### config.mk
export PLATFORM = sky130hd
export DESIGN_NAME = insn_stream_decoder
export DESIGN_NICKNAME = d
export VERILOG_FILES = /design/src/rtl/isd_pkg.sv /design/src/rtl/isd_mode_lookup.sv /design/src/rtl/isd_attr_len.sv /design/src/rtl/insn_stream_decoder.sv
export SDC_FILE = /design/constraint.sdc
export NUM_CORES = 1
export LEC_CHECK = 0
export BUFFER_PORTS_ARGS = -buffer_cell sky130_fd_sc_hd__clkbuf_2
export CELL_PAD_IN_SITES_DETAIL_PLACEMENT = 1
export CELL_PAD_IN_SITES_GLOBAL_PLACEMENT = 1
export CORE_MARGIN = 10
export CORE_UTILIZATION = 25
export DETAILED_ROUTE_END_ITERATION = 10
export PLACE_DENSITY = 0.56
export SLEW_MARGIN = 20
export SYNTH_ARGS = -nofsm -noshare
export SYNTH_HDL_FRONTEND = slang
export SYNTH_SLANG_ARGS = --single-unit
### constraint.sdc
create_clock -name clk -period 1.8 [get_ports clk]
set_clock_uncertainty 0.15 [all_clocks]
set_input_delay 0.18 -clock clk [delete_from_list [all_inputs] [get_ports clk]]
set_output_delay 0.18 -clock clk [all_outputs]
set_load 0.02 [all_outputs]
### src/rtl/isd_pkg.sv
package isd_pkg;
    localparam int OPND_BYTES = 4;
    localparam int ADDR_BYTES = 4;
    localparam int REL_BYTES  = 2;
    localparam int OPND_W     = 8 * OPND_BYTES;
    localparam int LEN_W      = $clog2(ADDR_BYTES + 3);
    localparam int CNT_W      = $clog2(OPND_BYTES + 1);
    localparam int LANE_W     = $clog2(OPND_BYTES);

    localparam logic [3:0] MODE_NONE = 4'b0000;
    localparam logic [3:0] MODE_REL  = 4'b0001;
    localparam logic [3:0] MODE_IMM  = 4'b0010;
    localparam logic [3:0] MODE_IND  = 4'b0100;
    localparam logic [3:0] MODE_ABS  = 4'b1000;

    localparam logic [1:0] IDX_NONE = 2'b00;
    localparam logic [1:0] IDX_X    = 2'b01;
    localparam logic [1:0] IDX_Y    = 2'b10;
    localparam logic [1:0] SIZE_BAD = 2'b11;

    typedef enum logic [1:0] {ST_OPC, ST_ATTR, ST_DATA, ST_EMIT} isd_state_e;

    typedef struct packed {
        logic       assigned;
        logic [3:0] mode;
        logic [1:0] idx;
    } isd_class_t;

    typedef struct packed {
        logic [7:0]        opcode;
        logic [3:0]        mode;
        logic [1:0]        idx;
        logic [1:0]        size;
        logic [OPND_W-1:0] operand;
        logic [LEN_W-1:0]  len;
        logic              invalid;
    } isd_rec_t;

    typedef struct packed {
        isd_state_e        st;
        isd_rec_t          rec;
        logic [CNT_W-1:0]  left;
        logic [LANE_W-1:0] lane;
        logic              rel;
    } isd_regs_t;
endpackage

### src/rtl/isd_mode_lookup.sv
module isd_mode_lookup
    import isd_pkg::*;
(
    input  logic [7:0] opcode,
    output isd_class_t cls
);
    logic [3:0] row;
    logic       odd;

    assign row = opcode[7:4];
    assign odd = opcode[4];

    always_comb begin
        cls = '{assigned: 1'b1, mode: MODE_NONE, idx: IDX_NONE};
        case (opcode[3:0])
            4'h0: begin
                if (odd) cls.mode = MODE_REL;
                else begin
                    case (row)
                        4'h0, 4'h4, 4'h6: cls.mode = MODE_NONE;
                        4'h2:             cls.mode = MODE_ABS;
                        4'hA, 4'hC, 4'hE: cls.mode = MODE_IMM;
                        default:          cls.assigned = 1'b0;
                    endcase
                end
            end
            4'h1: begin
                cls.mode = MODE_IND;
                cls.idx  = (odd || row == 4'h2) ? IDX_Y : IDX_X;
            end
            4'h2: begin
                if (row == 4'hA) cls.mode = MODE_IMM;
                else             cls.assigned = 1'b0;
            end
            4'h8: cls.mode = MODE_NONE;
            4'h9: begin
                if (odd) begin
                    cls.mode = MODE_ABS;
                    cls.idx  = IDX_Y;
                end else if (row == 4'h8) cls.assigned = 1'b0;
                else                      cls.mode = MODE_IMM;
            end
            4'hA: begin
                case (row)
                    4'h1, 4'h3, 4'h5, 4'h7, 4'hD, 4'hF: cls.assigned = 1'b0;
                    default:                            cls.mode = MODE_NONE;
                endcase
            end
            4'hC: begin
                case (row)
                    4'h2, 4'h4, 4'h8, 4'hA, 4'hC, 4'hE: cls.mode = MODE_ABS;
                    4'h6: cls.mode = MODE_IND;
                    4'hB: begin
                        cls.mode = MODE_ABS;
                        cls.idx  = IDX_X;
                    end
                    default: cls.assigned = 1'b0;
                endcase
            end
            4'hD: begin
                cls.mode = MODE_ABS;
                cls.idx  = odd ? IDX_X : IDX_NONE;
            end
            4'hE: begin
                cls.mode = MODE_ABS;
                if (odd) begin
                    case (row)
                        4'h9:    cls.assigned = 1'b0;
                        4'hB:    cls.idx = IDX_Y;
                        default: cls.idx = IDX_X;
                    endcase
                end
            end
            default: cls.assigned = 1'b0;
        endcase
        if (!cls.assigned) begin
            cls.mode = MODE_NONE;
            cls.idx  = IDX_NONE;
        end
    end
endmodule

### src/rtl/isd_attr_len.sv
module isd_attr_len
    import isd_pkg::*;
(
    input  logic             is_imm,
    input  logic [1:0]       size,
    output logic [CNT_W-1:0] count,
    output logic             bad
);
    always_comb begin
        bad   = 1'b0;
        count = CNT_W'(ADDR_BYTES);
        if (is_imm) begin
            case (size)
                2'd0:    count = CNT_W'(1);
                2'd1:    count = CNT_W'(2);
                2'd2:    count = CNT_W'(OPND_BYTES);
                default: begin
                    count = '0;
                    bad   = 1'b1;
                end
            endcase
        end
    end
endmodule

### src/rtl/insn_stream_decoder.sv
module insn_stream_decoder
    import isd_pkg::*;
(
    input  logic              clk,
    input  logic              rst,
    input  logic              in_valid,
    output logic              in_ready,
    input  logic [7:0]        in_byte,
    output logic              out_valid,
    input  logic              out_ready,
    output logic [7:0]        out_opcode,
    output logic [3:0]        out_mode,
    output logic [1:0]        out_index,
    output logic [1:0]        out_size,
    output logic [OPND_W-1:0] out_operand,
    output logic [LEN_W-1:0]  out_len,
    output logic              out_invalid
);
    isd_regs_t         q, d;
    isd_class_t        cls;
    logic [CNT_W-1:0]  attr_cnt;
    logic              attr_bad;
    logic              take;
    logic [OPND_W-1:0] merged;

    isd_mode_lookup u_lookup (
        .opcode (in_byte),
        .cls    (cls)
    );

    isd_attr_len u_attr (
        .is_imm (q.rec.mode == MODE_IMM),
        .size   (in_byte[1:0]),
        .count  (attr_cnt),
        .bad    (attr_bad)
    );

    // each operand lane takes the incoming byte when the lane pointer selects it
    for (genvar k = 0; k < OPND_BYTES; k++) begin : g_lane
        assign merged[8*k +: 8] = (q.lane == LANE_W'(k)) ? in_byte : q.rec.operand[8*k +: 8];
    end

    assign in_ready = (q.st != ST_EMIT);
    assign take     = in_valid && in_ready;

    always_comb begin
        d = q;
        case (q.st)
            ST_OPC: begin
                if (take) begin
                    d.rec        = '0;
                    d.rec.opcode = in_byte;
                    d.rec.len    = LEN_W'(1);
                    d.lane       = '0;
                    d.left       = '0;
                    d.rel        = 1'b0;
                    if (!cls.assigned) begin
                        d.rec.invalid = 1'b1;
                        d.st          = ST_EMIT;
                    end else begin
                        d.rec.mode = cls.mode;
                        d.rec.idx  = cls.idx;
                        if (cls.mode == MODE_NONE) begin
                            d.st = ST_EMIT;
                        end else if (cls.mode == MODE_REL) begin
                            d.rel  = 1'b1;
                            d.left = CNT_W'(REL_BYTES);
                            d.st   = ST_DATA;
                        end else begin
                            d.st = ST_ATTR;
                        end
                    end
                end
            end
            ST_ATTR: begin
                if (take) begin
                    d.rec.len  = q.rec.len + LEN_W'(1);
                    d.rec.size = in_byte[1:0];
                    if (attr_bad) begin
                        d.rec.invalid = 1'b1;
                        d.st          = ST_EMIT;
                    end else begin
                        d.left = attr_cnt;
                        d.st   = ST_DATA;
                    end
                end
            end
            ST_DATA: begin
                if (take) begin
                    d.rec.len     = q.rec.len + LEN_W'(1);
                    d.rec.operand = merged;
                    d.lane        = q.lane + LANE_W'(1);
                    d.left        = q.left - CNT_W'(1);
                    if (q.left == CNT_W'(1)) begin
                        d.st = ST_EMIT;
                        if (q.rel)
                            d.rec.operand[OPND_W-1:8*REL_BYTES] = {(OPND_W-8*REL_BYTES){in_byte[7]}};
                    end
                end
            end
            ST_EMIT: begin
                if (out_ready) d.st = ST_OPC;
            end
            default: d.st = ST_OPC;
        endcase
        if (rst) d = '0;
    end

    always_ff @(posedge clk) begin
        q <= d;
    end

    assign out_valid   = (q.st == ST_EMIT);
    assign out_opcode  = q.rec.opcode;
    assign out_mode    = q.rec.mode;
    assign out_index   = q.rec.idx;
    assign out_size    = q.rec.size;
    assign out_operand = q.rec.operand;
    assign out_len     = q.rec.len;
    assign out_invalid = q.rec.invalid;
endmodule

# [Yosys cells after proc, flatten, opt, wreduce, memory -nomap -nowiden]
# Cells that the tools add are included.
[op_classes] addsub=3 n_eq_ne=44 mux=65 reduce_logical=28
[op_table] op="32-bit one-hot mux with 2 select lines" n=1
[op_table] op="60-bit 2-to-1 mux" n=1
[op_table] op="4-bit equality test, second input constant" n=14
[op_table] op="35-bit 2-to-1 mux" n=1
[op_table] op="16-bit 2-to-1 mux" n=2
[op_table] op="2-bit 2-to-1 mux" n=16
[op_table] op="8-bit 2-to-1 mux" n=4
[op_table] op="3-bit one-hot mux with 3 select lines" n=3
[op_table] op="4-bit one-hot mux with 6 select lines" n=1
[op_table] op="1-bit 2-to-1 mux" n=19
[op_table] op="2-bit inequality test, second input constant" n=9
[op_table] op="4-bit by 2-bit equality test with 1-bit output, second input constant" n=4
[op_table] op="4-bit by 3-bit equality test with 1-bit output, second input constant" n=4
[op_table] op="4-bit one-hot mux with 2 select lines" n=2
[op_table] op="4-bit AND reduction" n=4
[op_table] op="7-bit OR reduction" n=2
[op_table] op="4-bit by 1-bit equality test with 1-bit output, second input constant" n=3
[op_table] op="4-bit zero test" n=3
[op_table] op="6-bit 2-to-1 mux" n=2
[op_table] op="2-bit one-hot mux with 2 select lines" n=3
[op_table] op="2-bit equality test, second input constant" n=5
[op_table] op="2-bit one-hot mux with 5 select lines" n=1
[op_table] op="5-bit AND reduction" n=2
[op_table] op="3-bit OR reduction" n=3
[op_table] op="other kinds (23)" n=31
[totals] regBits=60

# [Depth between registers and ports, before layout]
[logic_depth] word_depth=12 mapped_depth=9 mapped_depth_nobuf=7

# [By module]
# From an unflattened synthesis, not the netlist that was laid out.
[hier_totals] cells_unflattened=418 hier_area_um2=3514.6
[by_module_without_submodules] mod="insn_stream_decoder" instances=1 cells_each=350 area_per_inst_um2=3050.4
[by_module_without_submodules] mod="isd_mode_lookup" instances=1 cells_each=63 area_per_inst_um2=430.4
[by_module_without_submodules] mod="isd_attr_len" instances=1 cells_each=5 area_per_inst_um2=33.8

# [Worst setup path before layout]
# Ideal clock, no wire load.
[synth_path] kind="reg2reg" startpoint="register q[58] (netlist name)" endpoint="register q[59] (netlist name)" setup_ns=0.086 arrival_time_ns=1.671 setup_slack_ns=-0.107 stages_incl_launch_ff=8 period_less_slack_ns=1.907 cell_sequence="dfxtp_1 > ha_1 > and2b_1 > and2_1 > buf_4 > o211ai_1 > o21ba_2 > a211oi_1"
[synth_between] elab_cells_between_ends=13 cone_classes="9 x eq/ne; 1 x mux; 3 x reduce/logical"
[synth_rtl] element="from (decl)" line="insn_stream_decoder.sv:19" source="isd_regs_t q, d;"
[synth_rtl] element="from (signal assigned)" line="insn_stream_decoder.sv:110" source="q <= d;"
[synth_rtl] element="2-bit equality test *"
[synth_rtl] element="via out_valid" line="insn_stream_decoder.sv:9" source="output logic out_valid,"
[synth_rtl] element="2-bit by 1-bit inequality test with 1-bit output (no source line)"
[synth_rtl] element="5-bit AND reduction (no source line)"
# Mark *: on every way through the listed nets, which the timed path passes. The rest lies on a longest branch.
# A chain may end at the register's enable or synchronous reset.

# [Final worst setup path]
[layout_path] startpoint="register q[59] (netlist name)" endpoint="register q[59] (netlist name)"
[layout_between] elab_chain_cells=4 elab_cells_between_ends=13 cone_classes="9 x eq/ne; 1 x mux; 3 x reduce/logical"
[layout_rtl] element="2-bit inequality test" line="insn_stream_decoder.sv:43" source="assign in_ready = (q.st != ST_EMIT);"
[layout_rtl] element="1-bit logical AND" line="insn_stream_decoder.sv:44" source="assign take = in_valid && in_ready;"
[layout_rtl] element="2-bit inequality test (no source line)"
[layout_rtl] element="5-bit AND reduction (no source line)"
# Several ways; a longest one is shown, not always the timed one.

==> impl_metrics.env <==
export IMPL_outcome="finished with violations"
export IMPL_violations="negative setup slack"
export IMPL_drive_gt1_share_pct=39.3
export IMPL_end_kind="register"
export IMPL_drtIter0Drc=161
export IMPL_grt_total_usage_pct=11.9
export IMPL_layout_setup_ws_ns=-0.0590
export IMPL_core_um2=13400
export IMPL_final_core_util_pct=34.5
export IMPL_tightest_slew_ns=0.416
export IMPL_cts_max_level=3
export IMPL_arrival_ns=1.96
export IMPL_drtAntennaViolNets=0
export IMPL_netlist_instances=431
export IMPL_synth_cell_types=53
export IMPL_drv_cap=0
export IMPL_clk_path_buf_depth=2
export IMPL_portBuffers=65
export IMPL_vias=3172
export IMPL_grt_pass1_wl_um=17600
export IMPL_gp_congestion=0.788
export IMPL_synthTopCellsByCount="dfxtp_1, buf_4, nor2_1, a21oi_1, nand2_1"
export IMPL_io_pins=66
export IMPL_insertion_delay_ns=0.34
export IMPL_synth_edf_count=0
export IMPL_regToRegStartpoint="q[59]"
export IMPL_synth_nets=454
export IMPL_place_hpwl_um=8490
export IMPL_crit_start="q[59]"
export IMPL_grt_max_degree=36
export IMPL_critPathCapture="q[59]"
export IMPL_worstSetupPathType="register to register"
export IMPL_reg2reg_slack_ns=-0.06
export IMPL_via_per_inst=4.69
export IMPL_p_leak_nw=1.92
export IMPL_worstSetupStartpointType="register"
export IMPL_totalWireLength_um=11400
export IMPL_dieArea_um2=18900
export IMPL_root_buffer="clkbuf_16"
export IMPL_dpl_cell_count=653
export IMPL_worstPathRequired_ns=1.90
export IMPL_hp_class="primary input to register"
export IMPL_synthesis_area_um2=3450
export IMPL_nets=519
export IMPL_grt_pass1_vias=3286
export IMPL_synth_top_area_cell="dfxtp_1"
export IMPL_ys_seq_elements=60
export IMPL_synthFlopType="dfxtp_1"
export IMPL_yosys_warnings=0
export IMPL_wl_per_cell_um=16.8
export IMPL_rows=42
export IMPL_die_x_um=138
export IMPL_start_util_pct=25.8
export IMPL_power_density_nw_per_um2=1270
export IMPL_setup_viol=2
export IMPL_clkSinkCount=60
export IMPL_irDropWorstVdd_mv=0.472
export IMPL_firstDrtPassIters=4
export IMPL_hold_violations=0
export IMPL_drv_slew=0
export IMPL_synth_area_top_cells="dfxtp_1, buf_4, a21oi_1"
export IMPL_synth_top_area_share_pct=34.8
export IMPL_grt_overflow_total=0
export IMPL_r2r_end="q[59]"
export IMPL_fillers=1595
export IMPL_max_slew_margin_rel_pct=71.6
export IMPL_rsz0062_at_grt="yes"
export IMPL_drc=0
export IMPL_cts_reportedPaths_clkPinSlew_ns=0.06
export IMPL_yosysMostFrequentCell="dfxtp_1"
export IMPL_area_growth_synth_to_final_pct=34.0
export IMPL_r2r_cells=8
export IMPL_cts_tree="yes"
export IMPL_dieHeight_um=138
export IMPL_fin_cells=677
export IMPL_ys_async_sr_fraction_pct=0
export IMPL_num_antenna_cells=0
export IMPL_antenna_found_initial=0
export IMPL_syn_area_per_cell_um2=8.01
export IMPL_fin_crit_sh_pct=103
export IMPL_seq_area_frac_synth_pct=34.8
export IMPL_fin_crit_ns=1.86
export IMPL_cts_inserted_buffers=9
export IMPL_crit_fanout=7
export IMPL_max_freq_ghz=0.538
## final cells by class
type / count / area, µm² / area share, %
Clock buffer: 12 / 267 / 5.76
Clock inverter: 4 / 70.1 / 1.51
Inverter: 15 / 61.3 / 1.32
Multi-Input combinational cell: 277 / 1870 / 40.3
Sequential cell: 60 / 1210 / 26.2
Tap cell: 176 / 220 / 4.76
Timing Repair Buffer: 133 / 932 / 20.1
## power breakdown
part	switching, mW	internal [mW]
logic	1.24	1.08
registers	0.132	1.50
clock network	0.617	1.32
## worst min path at each step
| stage | start | slack (ns) | depth (start not counted) | end |
|---|---|---|---|---|
| 2_1_floorplan | rst | 0.22 | 3 | out_invalid |
| 3_3_place_gp | out_opcode[2] | 0.30 | 2 | out_opcode[2] |
| 6_report | in_byte[7] | 0.008 | 3 | out_opcode[7] |
| 5_1_grt | in_byte[7] | 0.04 | 3 | out_opcode[7] |
| 4_1_cts | in_byte[7] | 0.01 | 3 | out_opcode[7] |
| 3_5_place_dp | out_opcode[2] | 0.30 | 2 | out_opcode[2] |
## placed cells by master (no fill, tap or decap), types with 3 or more instances in the layout
cell type and n:
buf_4 56, nor2_1 49, clkbuf_16 10, inv_1 11, a22oi_1 3, nand3_1 8
buf_12 4, buf_6 5, a32oi_1 3, nor3b_1 3, nand2_1 47, nand2b_1 3
a21oi_1 40, nor2b_1 4, ha_1 6, ha_4 5, a21oi_2 9, o21ai_0 12
clkbuf_2 65, clkbuf_8 3, mux2i_1 18, a21oi_4 3, and2_1 6, dfxtp_1 56
o211ai_1 6
## per-stage QoR
step | hold slack, ns | setup WS [ns] | total power [mW] | cell area, µm² | setup TNS, ns
6_report | 0.00850 | -0.0590 | 5.89 | 4630 | -0.0640
5_1_grt | 0.0397 | -0.0828 | 6.22 | 4630 | -0.518
4_1_cts | 0.0140 | 0.00217 | 5.66 | 4420 | 0
3_5_place_dp | 0.300 | -0.186 | 3.55 | 3970 | -2.21
3_3_place_gp | 0.297 | -0.170 | 3.51 | 3970 | -0.755
2_1_floorplan | 0.224 | -0.0251 | 2.90 | 3460 | -0.370
## sequential cells by signal, indices dropped and copies added, names as in the netlist
signal       count
out_operand     32
out_len          3
out_mode         4
out_size         2
q                8
out_invalid      1
out_index        2
out_opcode       8
## worst max-delay path: stages (launching register included)
cell and delay [ns]:
dfxtp_4 0.39, inv_2 0.08, ha_4 0.20, buf_4 0.15
o21bai_1 0.15, o221a_2 0.24, buf_4 0.12, o21ai_0 0.11
a211oi_2 0.18
## cell families (layout without fill, tap and decap cells)
logic type / Yosys count / in the layout / synth area share, %
xor gates and xnor gates: 2 / 2 / 0.507
buffers and inverters: 94 / 164 / 16.6
and+or+nand+nor: 145 / 145 / 20.1
muxes: 18 / 18 / 5.22
adders and majority gates: 11 / 11 / 3.99
AOI/OAI and AO/OA: 101 / 101 / 18.8
DFF: 60 / 60 / 34.8
## per-layer routing
| metal | track usage [%] | up-vias | routed length, µm |
|---|---|---|---|
| met5 | 0 | - | 0 |
| met4 | 4.63 | 0 | 227 |
| met3 | 4.15 | 18 | 649 |
| met2 | 19.5 | 60 | 5420 |
| met1 | 14.0 | 1543 | 5090 |
| li1 | - | 1551 | - |
## what timing repair did
item                                   in CTS  in global routing
buffers inserted                            0                  7
hold buffers                                1                  0
resized for setup                          23                 33
pin swaps                                   0                 12
gates cloned                                0                  1
setup endpoints to repair                  43                 48
endpoints found under the hold margin       1                  0
Power figures use the tool's default switching activity.
